**src/rtl/vrshift_pkg.sv**
```systemverilog
package vrshift_pkg;
  localparam int VEC_W  = 128;
  localparam int MAX_LW = 64;
  localparam int SH_W   = $clog2(MAX_LW) + 1;
  localparam int AMT_W  = SH_W + 1;
  localparam int N_SZ   = 4;

  typedef enum logic [1:0] {
    LSZ_8  = 2'd0,
    LSZ_16 = 2'd1,
    LSZ_32 = 2'd2,
    LSZ_64 = 2'd3
  } lane_sz_e;
endpackage

```
**src/rtl/vrshift_lane.sv**
```systemverilog
module vrshift_lane #(
  parameter int W    = 8,
  parameter int SH_W = 7
) (
  input  logic [W-1:0]    src_l,
  input  logic [W-1:0]    dst_l,
  input  logic            is_signed,
  input  logic            accum_en,
  input  logic [SH_W-1:0] shift,
  output logic [W-1:0]    res_l
);
  logic [W:0]      ext;
  logic [SH_W-1:0] pre_sh;
  logic [W-1:0]    partial;
  logic [W-1:0]    rounded;
  logic [W-1:0]    addend;

  always_comb begin
    ext     = {is_signed & src_l[W-1], src_l};
    pre_sh  = shift - SH_W'(1);
    partial = W'($signed(ext) >>> pre_sh);
    rounded = {is_signed & partial[W-1], partial[W-1:1]}
            + {{(W-1){1'b0}}, partial[0]};
    addend  = accum_en ? dst_l : '0;
    res_l   = rounded + addend;
  end
endmodule

```
**src/rtl/vrshift_bank.sv**
```systemverilog
module vrshift_bank #(
  parameter int VW   = 128,
  parameter int W    = 8,
  parameter int SH_W = 7
) (
  input  logic [VW-1:0]   src_v,
  input  logic [VW-1:0]   dst_v,
  input  logic            is_signed,
  input  logic            accum_en,
  input  logic [SH_W-1:0] shift,
  output logic [VW-1:0]   res_v
);
  localparam int NL = VW / W;

  for (genvar i = 0; i < NL; i++) begin : g_lane
    vrshift_lane #(.W(W), .SH_W(SH_W)) u_lane (
      .src_l     (src_v[i*W +: W]),
      .dst_l     (dst_v[i*W +: W]),
      .is_signed (is_signed),
      .accum_en  (accum_en),
      .shift     (shift),
      .res_l     (res_v[i*W +: W])
    );
  end
endmodule

```
**src/rtl/vrshift_acc_unit.sv**
```systemverilog
module vrshift_acc_unit
  import vrshift_pkg::*;
#(
  parameter int VW    = VEC_W,
  parameter int SHW   = SH_W,
  parameter int AMTW  = AMT_W
) (
  input  logic            clk,
  input  logic            rst_n,
  input  logic            in_valid,
  input  logic [VW-1:0]   src_vec,
  input  logic [VW-1:0]   dst_vec,
  input  logic [1:0]      lane_sz,
  input  logic            is_signed,
  input  logic            accum_en,
  input  logic [AMTW-1:0] shift_amt,
  input  logic            shift_neg,
  input  logic            wide_op,
  output logic [VW-1:0]   out_vec,
  output logic            out_valid
);
  localparam int HW = VW / 2;

  logic [AMTW-1:0] neg_amt;
  logic [SHW-1:0]  eff_shift;
  logic [VW-1:0]   bank_res [N_SZ];
  logic [VW-1:0]   sel_res;
  logic [VW-1:0]   next_vec;
  lane_sz_e        sz;

  always_comb begin
    neg_amt   = ~shift_amt + AMTW'(1);
    eff_shift = shift_neg ? neg_amt[SHW-1:0] : shift_amt[SHW-1:0];
    sz        = lane_sz_e'(lane_sz);
  end

  for (genvar g = 0; g < N_SZ; g++) begin : g_size
    localparam int LW = 8 << g;
    vrshift_bank #(.VW(VW), .W(LW), .SH_W(SHW)) u_bank (
      .src_v     (src_vec),
      .dst_v     (dst_vec),
      .is_signed (is_signed),
      .accum_en  (accum_en),
      .shift     (eff_shift),
      .res_v     (bank_res[g])
    );
  end

  always_comb begin
    case (sz)
      LSZ_8:   sel_res = bank_res[0];
      LSZ_16:  sel_res = bank_res[1];
      LSZ_32:  sel_res = bank_res[2];
      default: sel_res = bank_res[3];
    endcase
    next_vec = sel_res;
    if (!wide_op) next_vec[VW-1:HW] = '0;
  end

  always_ff @(posedge clk or negedge rst_n) begin
    if (!rst_n) begin
      out_vec   <= '0;
      out_valid <= 1'b0;
    end else begin
      out_valid <= in_valid;
      if (in_valid) out_vec <= next_vec;
    end
  end

  // narrow operation leaves the upper half clear
  a_r8_upper_clear: assert property (@(posedge clk) disable iff (!rst_n)
    in_valid && !wide_op |=> out_vec[VW-1:HW] == '0);

  // signed 64-bit lane, full-width shift, no accumulate
  a_r5_signed_full_zero: assert property (@(posedge clk) disable iff (!rst_n)
    in_valid && is_signed && !accum_en && lane_sz == 2'd3 && eff_shift == SHW'(64)
    |=> out_vec[63:0] == 64'd0);

  // unsigned 64-bit lane, full-width shift yields the old MSB
  a_r6_unsigned_full_msb: assert property (@(posedge clk) disable iff (!rst_n)
    in_valid && !is_signed && !accum_en && lane_sz == 2'd3 && eff_shift == SHW'(64)
    |=> out_vec[63:0] == {63'd0, $past(src_vec[63])});

  // signed full-width accumulate keeps the destination lane
  a_r7_acc_keeps_dst: assert property (@(posedge clk) disable iff (!rst_n)
    in_valid && is_signed && accum_en && lane_sz == 2'd3 && eff_shift == SHW'(64)
    |=> out_vec[63:0] == $past(dst_vec[63:0]));

  // result holds while idle, strobe follows the accepted cycle
  a_r10_hold_idle: assert property (@(posedge clk) disable iff (!rst_n)
    !in_valid |=> $stable(out_vec) && !out_valid);

  a_r10_valid_follows: assert property (@(posedge clk) disable iff (!rst_n)
    in_valid |=> out_valid);
endmodule

```
**config.mk**
```make
export PLATFORM = sky130hd
export DESIGN_NAME = vrshift_acc_unit
export DESIGN_NICKNAME = d
export VERILOG_FILES = /design/src/rtl/vrshift_pkg.sv /design/src/rtl/vrshift_lane.sv /design/src/rtl/vrshift_bank.sv /design/src/rtl/vrshift_acc_unit.sv
export SDC_FILE = /design/constraint.sdc
export NUM_CORES = 2
export LEC_CHECK = 0
export BUFFER_PORTS_ARGS = -buffer_cell sky130_fd_sc_hd__buf_2
export CAP_MARGIN = 20
export CELL_PAD_IN_SITES_DETAIL_PLACEMENT = 0
export CELL_PAD_IN_SITES_GLOBAL_PLACEMENT = 1
export CORE_ASPECT_RATIO = 1.5
export CORE_MARGIN = 3
export CORE_UTILIZATION = 35
export CTS_CLUSTER_SIZE = 24
export DETAILED_ROUTE_END_ITERATION = 6
export PLACE_DENSITY_LB_ADDON = 0.15
export SLEW_MARGIN = 20
export SYNTH_ARGS = -nofsm -noshare
export SYNTH_HDL_FRONTEND = slang
export SYNTH_SLANG_ARGS = --single-unit
export TNS_END_PERCENT = 30
```
**constraint.sdc**
```tcl
create_clock -name clk -period 3.5 [get_ports clk]
set_clock_uncertainty 0.2 [all_clocks]
set_input_delay 1.05 -clock clk [delete_from_list [all_inputs] [get_ports clk]]
set_output_delay 1.05 -clock clk [all_outputs]
set_load 0.03 [all_outputs]
```
* After elaboration in Yosys (flattened, before gate mapping) *
Cells that the tools add are included.
W data, S select, Z words.

word-level totals
  output and inout port bits = 129
  flip-flop bits (word level) = 129
  input port bits = 273
  word-level logic and storage cells = 177

operators by class
  equality and inequality tests = 2
  muxes and demuxes = 33
  reductions and logical operators = 1
  bitwise operators = 47
  shift-type cells = 30
  $add $sub $neg = 62

operators by type and width
  cell                   number
  $pmux W128 S3          1
  $mux W64               3
  $sshr A9 B7 Y8         16
  $sshr A17 B7 Y16       8
  $sshr A33 B7 Y32       4
  $sshr A65 B7 Y64       2
  $add A16 B1 Y16        8
  $add A16 B16 Y16       8
  $add A32 B1 Y32        4
  $add A32 B32 Y32       4
  $add A64 B1 Y64        2
  $add A64 B64 Y64       2
  $add A8 B1 Y8          16
  $add A8 B8 Y8          16
  $mux W16               8
  $mux W32               4
  $mux W8                16
  $and A1 B1 Y1          46
  $add A7 B1 Y7 const B  1
  $mux W7                1
  $not A7 Y7             1
  $sub A7 B1 Y7 const B  1
  $eq A2 B1 Y1 const B   1
  $eq A2 B2 Y1 const B   1
  $logic_not A2 Y1       1

* Depth between registers and ports, before layout *
  depth after elaboration = 10
  depth in mapped cells = 35
  depth with buffers taken out = 28

* Cells and area by module *
From an unflattened synthesis, not the netlist that was laid out.

second synthesis, totals
  cell total of the unflattened synthesis = 9,299
  area total of the unflattened synthesis = 68,653.3 um^2

modules (own cells, without submodules)
  module                                                  area each (um^2)  seq. area each (um^2)  times used  cells each
  vrshift_lane at g_size[2].u_bank.g_lane[0].u_lane ...   3,851.2           0.0                    4           556
  vrshift_lane at g_size[0].u_bank.g_lane[10].u_lane ...  788.3             0.0                    15          107
  vrshift_lane at g_size[1].u_bank.g_lane[0].u_lane ...   1,901.8           0.0                    5           280
  vrshift_lane at g_size[3].u_bank.g_lane[1].u_lane       8,683.3           0.0                    1           1,283
  vrshift_lane at g_size[3].u_bank.g_lane[0].u_lane       8,516.9           0.0                    1           1,281
  vrshift_acc_unit                                        8,060.2           3,228.1                1           589
  vrshift_lane at g_size[1].u_bank.g_lane[6].u_lane ...   1,959.4           0.0                    2           266
  vrshift_lane at g_size[1].u_bank.g_lane[5].u_lane       1,853.0           0.0                    1           260
  vrshift_lane at g_size[0].u_bank.g_lane[0].u_lane       883.3             0.0                    1           125

* Least setup slack after synthesis *
No wires, ideal clock.

  path type = in2reg
  start = input shift_amt[0]
  end = register out_vec[94]
  buffers on the path = 7
  setup time = 0.122 ns
  data arrival time = 8.273 ns
  stages on the path = 32
  data required time = 3.178 ns
  slack = -5.095 ns
  path through = buf_2 > clkinv_1 > clkbuf_1 > clkbuf_1 > clkbuf_1 > ha_1 > mux2i_1 > ha_1 > clkbuf_1 > clkbuf_1 > buf_1 > mux2_2 > o21ai_0 > nor2_1 > a211oi_1 > a211oi_1 > a211o_1 > nor2b_1 > fa_1 > inv_1 > fa_1 > nor2b_1 > o31a_1 > o21ai_1 > a31oi_1 > a2111oi_0 > o41ai_2 > a41oi_1 > o21ai_1 > xnor2_1 > o21ai_0 > a32o_1

between the ends
  cells in the longest elaborated chain, start to end = 9
  elaborated cells on any way between the ends = 18
  those cells by class = 10 x add/sub; 4 x shift; 3 x mux; 1 x bitwise

ends and longest elaborated chain
  what                                            line                    RTL
  from (decl)                                     vrshift_acc_unit.sv:16  input logic [AMTW-1:0] shift_amt,
  $not A7 Y7                                      vrshift_acc_unit.sv:32  neg_amt = ~shift_amt + AMTW'(1);
  $add A7 B1 Y7                                   vrshift_acc_unit.sv:32
  $mux W7 (*)                                     vrshift_acc_unit.sv:33  eff_shift = shift_neg ? neg_amt[SHW-1:0] : shift_amt[SHW-1:0];
  $sub A7 B1 Y7 (*)                               vrshift_lane.sv:20      pre_sh = shift - SH_W'(1);
  $sshr A65 B7 Y64, or another cell as far along  vrshift_lane.sv:21      partial = W'($signed(ext) >>> pre_sh);
  $add A64 B1 Y64, or another cell as far along   vrshift_lane.sv:23      + {{(W-1){1'b0}}, partial[0]};
  $add A64 B64 Y64, or another cell as far along  vrshift_lane.sv:25      res_l = rounded + addend;
  $pmux W128 S3 (*)                               vrshift_acc_unit.sv:50  case (sz)
  $mux W64 (*)                                    vrshift_acc_unit.sv:57  if (!wide_op) next_vec[VW-1:HW] = '0;
  to (signal assigned)                            vrshift_acc_unit.sv:66  if (in_valid) out_vec <= next_vec;
  to (decl)                                       vrshift_acc_unit.sv:19  output logic [VW-1:0] out_vec,

Every way passes the cells marked *; elsewhere a longest branch is shown, timed or not.
A chain may end at the register's enable or synchronous reset.

* Worst setup path after layout *
  start = input shift_amt[0]
  end = register out_vec[112]

Same word-level chain as after synthesis.

==> flow_summary.html <==
<table>
<tr><th>Metric</th><th>Value</th></tr>
<tr><th colspan="2">Clocking</th></tr>
<tr><td>Clock Tree Buf Depth</td><td>2</td></tr>
<tr><td>Clock root buffer master</td><td>sky130_fd_sc_hd__clkbuf_16</td></tr>
<tr><td>H-tree levels</td><td>4</td></tr>
<tr><td>Number of buffers inserted during clock tree synthesis</td><td>17</td></tr>
<tr><td>Reg clk slew, reported paths</td><td>0.08 ns</td></tr>
<tr><td>Sink count of the clock tree</td><td>129</td></tr>
<tr><td>Worst skew pair latency</td><td>0.54 ns</td></tr>
<tr><td>Hold-fix buffer count after cts</td><td>0</td></tr>
<tr><td>CTS tree</td><td>built</td></tr>
<tr><th colspan="2">Job</th></tr>
<tr><td>MaxCap Viol Count</td><td>0</td></tr>
<tr><th colspan="2">Yosys</th></tr>
<tr><td>Mapped Nets</td><td>7075</td></tr>
<tr><td>Sequential element share of the synthesized area</td><td>0.07543</td></tr>
<tr><td>Count of flip-flops with a built-in enable after synthesis</td><td>0</td></tr>
<tr><td>Proportion of synthesized flip-flops having asynchronous set or reset</td><td>1.000</td></tr>
<tr><td>Post-Syn Area</td><td>0.04280 mm²</td></tr>
<tr><td>Count of mapped cells out of synthesis</td><td>6348</td></tr>
<tr><td>Number of register bits inferred by synthesis</td><td>129</td></tr>
<tr><td>Distinct cells, synth</td><td>98</td></tr>
<tr><td>Post-synth top flop</td><td>sky130_fd_sc_hd__dfrtp_1</td></tr>
<tr><td>Warnings from Yosys</td><td>0</td></tr>
<tr><td>Syn avg cell area</td><td>6.742 µm²</td></tr>
<tr><th colspan="2">Global routing</th></tr>
<tr><td>Grt total ovfl</td><td>0</td></tr>
<tr><td>Met1 layer usage reported by global route</td><td>0.5097</td></tr>
<tr><td>Met2 usage in global routing</td><td>0.6985</td></tr>
<tr><td>Antenna violations before repair</td><td>9</td></tr>
<tr><td>Routing usage on met3</td><td>0.09263</td></tr>
<tr><td>Via count of the first global-routing pass</td><td>62.04k</td></tr>
<tr><td>Overall global routing resource usage</td><td>0.4377</td></tr>
<tr><td>Global-route wire length before repair</td><td>408600 µm</td></tr>
<tr><td>Maximum number of pins on one net before global-route repair</td><td>106</td></tr>
<tr><td>Busiest metal layer after global routing</td><td>met2</td></tr>
<tr><th colspan="2">Routing</th></tr>
<tr><td>First-pass iteration count of the detailed router</td><td>7</td></tr>
<tr><td>Number of DRC violations after detailed routing</td><td>0</td></tr>
<tr><td>Via-per-instance ratio</td><td>5.959</td></tr>
<tr><td>Vias after detailed routing</td><td>63.13k</td></tr>
<tr><td>Average wire length per cell after detail routing</td><td>27.38 µm</td></tr>
<tr><td>Final ANT Viol Nets</td><td>0</td></tr>
<tr><td>Initial DRC Count</td><td>5857</td></tr>
<tr><td>Detailed-route wire length</td><td>290100 µm</td></tr>
<tr><th colspan="2">Cells and area</th></tr>
<tr><td>Filler cells</td><td>11.89k</td></tr>
<tr><td>Commonest cells after routing, fill and taps aside</td><td>sky130_fd_sc_hd__buf_4 (2556), sky130_fd_sc_hd__a21oi_1 (691), sky130_fd_sc_hd__nand2_1 (660)</td></tr>
<tr><td>Most common cell after layout, fill and taps aside</td><td>sky130_fd_sc_hd__buf_4</td></tr>
<tr><td>Share of layout cells above drive strength 1</td><td>0.4304</td></tr>
<tr><td>Layout overhead on the synthesized area</td><td>64.67%</td></tr>
<tr><td>Core Util, Final</td><td>0.5823</td></tr>
<tr><td>Final #Nets</td><td>9725</td></tr>
<tr><th colspan="2">Status</th></tr>
<tr><td>Status</td><td>complete, but fails checks</td></tr>
<tr><td>Violations in the final reports</td><td>negative setup slack</td></tr>
<tr><th colspan="2">Timing</th></tr>
<tr><td>F_max</td><td>154.3 MHz</td></tr>
<tr><td>Post-route worst setup slack</td><td>-2.982 ns</td></tr>
<tr><td>RSZ-0062 raised after global routing</td><td>yes</td></tr>
<tr><td>Time the worst path needs with I/O delays and setup</td><td>6.482 ns</td></tr>
<tr><td>Worst slew slack as a fraction of its limit</td><td>0.2581</td></tr>
<tr><td>Slew @ Worst Pin</td><td>1.113 ns</td></tr>
<tr><td>Total setup violations reported at the end of the flow</td><td>128</td></tr>
<tr><td>Worst hold margin</td><td>0.2521 ns</td></tr>
<tr><td>Number of failing hold endpoints at the final stage</td><td>0</td></tr>
<tr><td>Final number of max-transition violations</td><td>0</td></tr>
<tr><td>Final cycle utilization of the critical path</td><td>1.852</td></tr>
<tr><th colspan="2">Setup path</th></tr>
<tr><td>Cell with the largest stage delay on the worst path</td><td>sky130_fd_sc_hd__ha_1</td></tr>
<tr><td>Worst Path Class, Setup</td><td>in -&gt; reg</td></tr>
<tr><td>Sort of element at the end of the critical path</td><td>flip-flop</td></tr>
<tr><td>Worst path arrival time</td><td>6.69 ns</td></tr>
<tr><td>Largest fanout on the critical path</td><td>10</td></tr>
<tr><td>Flop2flop setup slack</td><td>2.02 ns</td></tr>
<tr><td>Startpoint of the worst register-to-register path</td><td>out_vec[125]$_DFFE_PN0P_</td></tr>
<tr><td>R2R Path End</td><td>out_vec[125]$_DFFE_PN0P_</td></tr>
<tr><td>Max incr delay on CP</td><td>0.43 ns</td></tr>
<tr><td>Worst Reg-to-Reg Cells</td><td>5</td></tr>
<tr><td>Critical Path Start Type</td><td>primary input</td></tr>
<tr><td>Req. time, crit path</td><td>3.71 ns</td></tr>
<tr><th colspan="2">Floorplanning</th></tr>
<tr><td>Standard-cell row count</td><td>156</td></tr>
<tr><td>Starting utilization of the core area</td><td>0.3536</td></tr>
<tr><td>Die Outline Area</td><td>0.1266 mm²</td></tr>
<tr><td>Number of placed I/O pins</td><td>402</td></tr>
<tr><td>Area of the placeable core</td><td>0.1210 mm²</td></tr>
<tr><td>Die outline height</td><td>434.3 µm</td></tr>
<tr><td>Die width</td><td>291.5 µm</td></tr>
<tr><th colspan="2">Min path</th></tr>
<tr><td>Kind of path behind the tightest hold check</td><td>in -&gt; async</td></tr>
<tr><th colspan="2">Pwr</th></tr>
<tr><td>Leakage power</td><td>34.49 nW</td></tr>
<tr><td>Total power density per cell area</td><td>415.4 mW/mm²</td></tr>
<tr><td>Maximum vdd drop</td><td>0.4834 mV</td></tr>
<tr><th colspan="2">Placement</th></tr>
<tr><td>Final GP Congestion</td><td>1.077</td></tr>
<tr><td>Buffers added on ports</td><td>400</td></tr>
<tr><td>HPWL after DPL</td><td>240000 µm</td></tr>
</table>
-- cell families (layout without fill, tap and decap cells) --
kind of cell,Yosys count,count (layout),synth area share
AO/OA/AOI/OAI,2489,2489,0.3604
AND/OR/NAND/NOR,1985,1985,0.2063
buffers and inverters,600,3262,0.05455
adder cells (fa/ha/maj),454,454,0.1433
XOR/XNOR,414,414,0.08472
multiplexers,277,277,0.07537
flip-flops,129,129,0.07543
other,0,5,0
-- per-layer routing --
layer | routed length, µm | part of all wire
met5 | 118 | 0.00041
met4 | 27830 | 0.096
met3 | 25220 | 0.087
met2 | 127400 | 0.44
met1 | 109500 | 0.38
-- how the worst max path moves through the flow --
stage / from / end / slack, ns / depth (start not counted)
2_1_floorplan: shift_amt[0] / out_vec[112]$_DFFE_PN0P_ / -3.31 / 30
3_3_place_gp: shift_amt[1] / out_vec[114]$_DFFE_PN0P_ / -4.13 / 28
3_5_place_dp: shift_amt[1] / out_vec[114]$_DFFE_PN0P_ / -4.16 / 28
4_1_cts: shift_amt[1] / out_vec[22]$_DFFE_PN0P_ / -2.90 / 29
5_1_grt: shift_amt[1] / out_vec[112]$_DFFE_PN0P_ / -3.14 / 29
6_report: shift_amt[0] / out_vec[112]$_DFFE_PN0P_ / -2.98 / 30
-- synthesized netlist by cell type (17+ instances only) --
cell / instances / share of area
sky130_fd_sc_hd__a21oi_1: 871 / 0.10
sky130_fd_sc_hd__nand2_1: 679 / 0.060
sky130_fd_sc_hd__nor2_1: 677 / 0.059
sky130_fd_sc_hd__o21ai_0: 605 / 0.071
sky130_fd_sc_hd__ha_1: 394 / 0.12
sky130_fd_sc_hd__clkbuf_1: 323 / 0.028
sky130_fd_sc_hd__xnor2_1: 291 / 0.060
sky130_fd_sc_hd__a21o_1: 170 / 0.030
sky130_fd_sc_hd__mux2i_1: 167 / 0.039
sky130_fd_sc_hd__inv_1: 164 / 0.014
sky130_fd_sc_hd__and2_1: 144 / 0.021
sky130_fd_sc_hd__dfrtp_1: 129 / 0.075
sky130_fd_sc_hd__xor2_1: 123 / 0.025
sky130_fd_sc_hd__nor3_1: 117 / 0.014
sky130_fd_sc_hd__a211oi_1: 96 / 0.017
sky130_fd_sc_hd__nand3_1: 86 / 0.010
sky130_fd_sc_hd__mux2_2: 82 / 0.022
sky130_fd_sc_hd__nor2b_1: 82 / 0.012
sky130_fd_sc_hd__a31oi_1: 81 / 0.012
sky130_fd_sc_hd__o21a_1: 72 / 0.013
sky130_fd_sc_hd__o21bai_1: 69 / 0.012
sky130_fd_sc_hd__fa_1: 60 / 0.028
sky130_fd_sc_hd__buf_2: 54 / 0.0063
sky130_fd_sc_hd__o211ai_1: 51 / 0.0089
sky130_fd_sc_hd__buf_1: 49 / 0.0043
sky130_fd_sc_hd__a221oi_1: 48 / 0.0098
sky130_fd_sc_hd__o221ai_1: 46 / 0.0094
sky130_fd_sc_hd__o22ai_1: 46 / 0.0067
sky130_fd_sc_hd__nand2b_1: 40 / 0.0058
sky130_fd_sc_hd__nand4_1: 40 / 0.0058
sky130_fd_sc_hd__and3_1: 39 / 0.0057
sky130_fd_sc_hd__a22o_1: 30 / 0.0061
sky130_fd_sc_hd__a22oi_1: 28 / 0.0049
sky130_fd_sc_hd__mux4_2: 28 / 0.015
sky130_fd_sc_hd__o31ai_1: 25 / 0.0044
sky130_fd_sc_hd__a21boi_0: 20 / 0.0035
sky130_fd_sc_hd__or3_1: 18 / 0.0026
sky130_fd_sc_hd__o2bb2ai_1: 17 / 0.0035
-- critical path: cells and delay by family --
kind,cells,cell delay [ns]
buffers and inverters,9,1.03
adder cells (fa/ha/maj),3,1.03
AO/OA/AOI/OAI,13,2.70
XOR/XNOR,1,0.16
multiplexers,1,0.07
AND/OR/NAND/NOR,3,0.62
-- final cells by class --
cell class	count	area, µm²	share of cell area
multi-input cells	5619	40740	0.5780
well taps	1580	1977	0.02805
flip-flops and latches	129	3228	0.04581
clock buffers	17	425.4	0.006037
repair buffers	3060	23210	0.3294
clock inverters	14	225.2	0.003196
inverters	171	656.9	0.009321
diodes	5	12.51	0.0001775
-- power breakdown --
group | internal, mW | switching, mW | total (mW)
logic | 11.1 | 13.8 | 25.0
clock network | 1.27 | 1.01 | 2.28
registers | 1.81 | 0.222 | 2.04
-- flip-flops by register name, summed over array words and instances, names as in the netlist --
name       count
out_valid      1
out_vec      128
-- metrics by stage --
step	cells	instance area [µm²]	worst slack (ns)	power, mW	setup TNS [ns]
after floorplan	6348	43710	-3.313	12.66	-377.68
after global placement	10460	65810	-4.129	24.33	-466.10
after detailed placement	10460	65810	-4.159	24.52	-469.00
after CTS	10550	68700	-2.899	27.86	-334.45
after global routing	10590	70460	-3.137	30.57	-363.26
final	10600	70470	-2.982	29.28	-338.54
-- timing repair --
| action | in CTS | in global routing |
|---|---|---|
| gates cloned | 6 | 3 |
| pin swaps | 109 | 118 |
| setup buffers | 58 | 36 |
| endpoints found under the setup margin | 128 | 128 |
| resized for setup | 428 | 348 |
No activity file was read; power rests on OpenSTA's default activity.
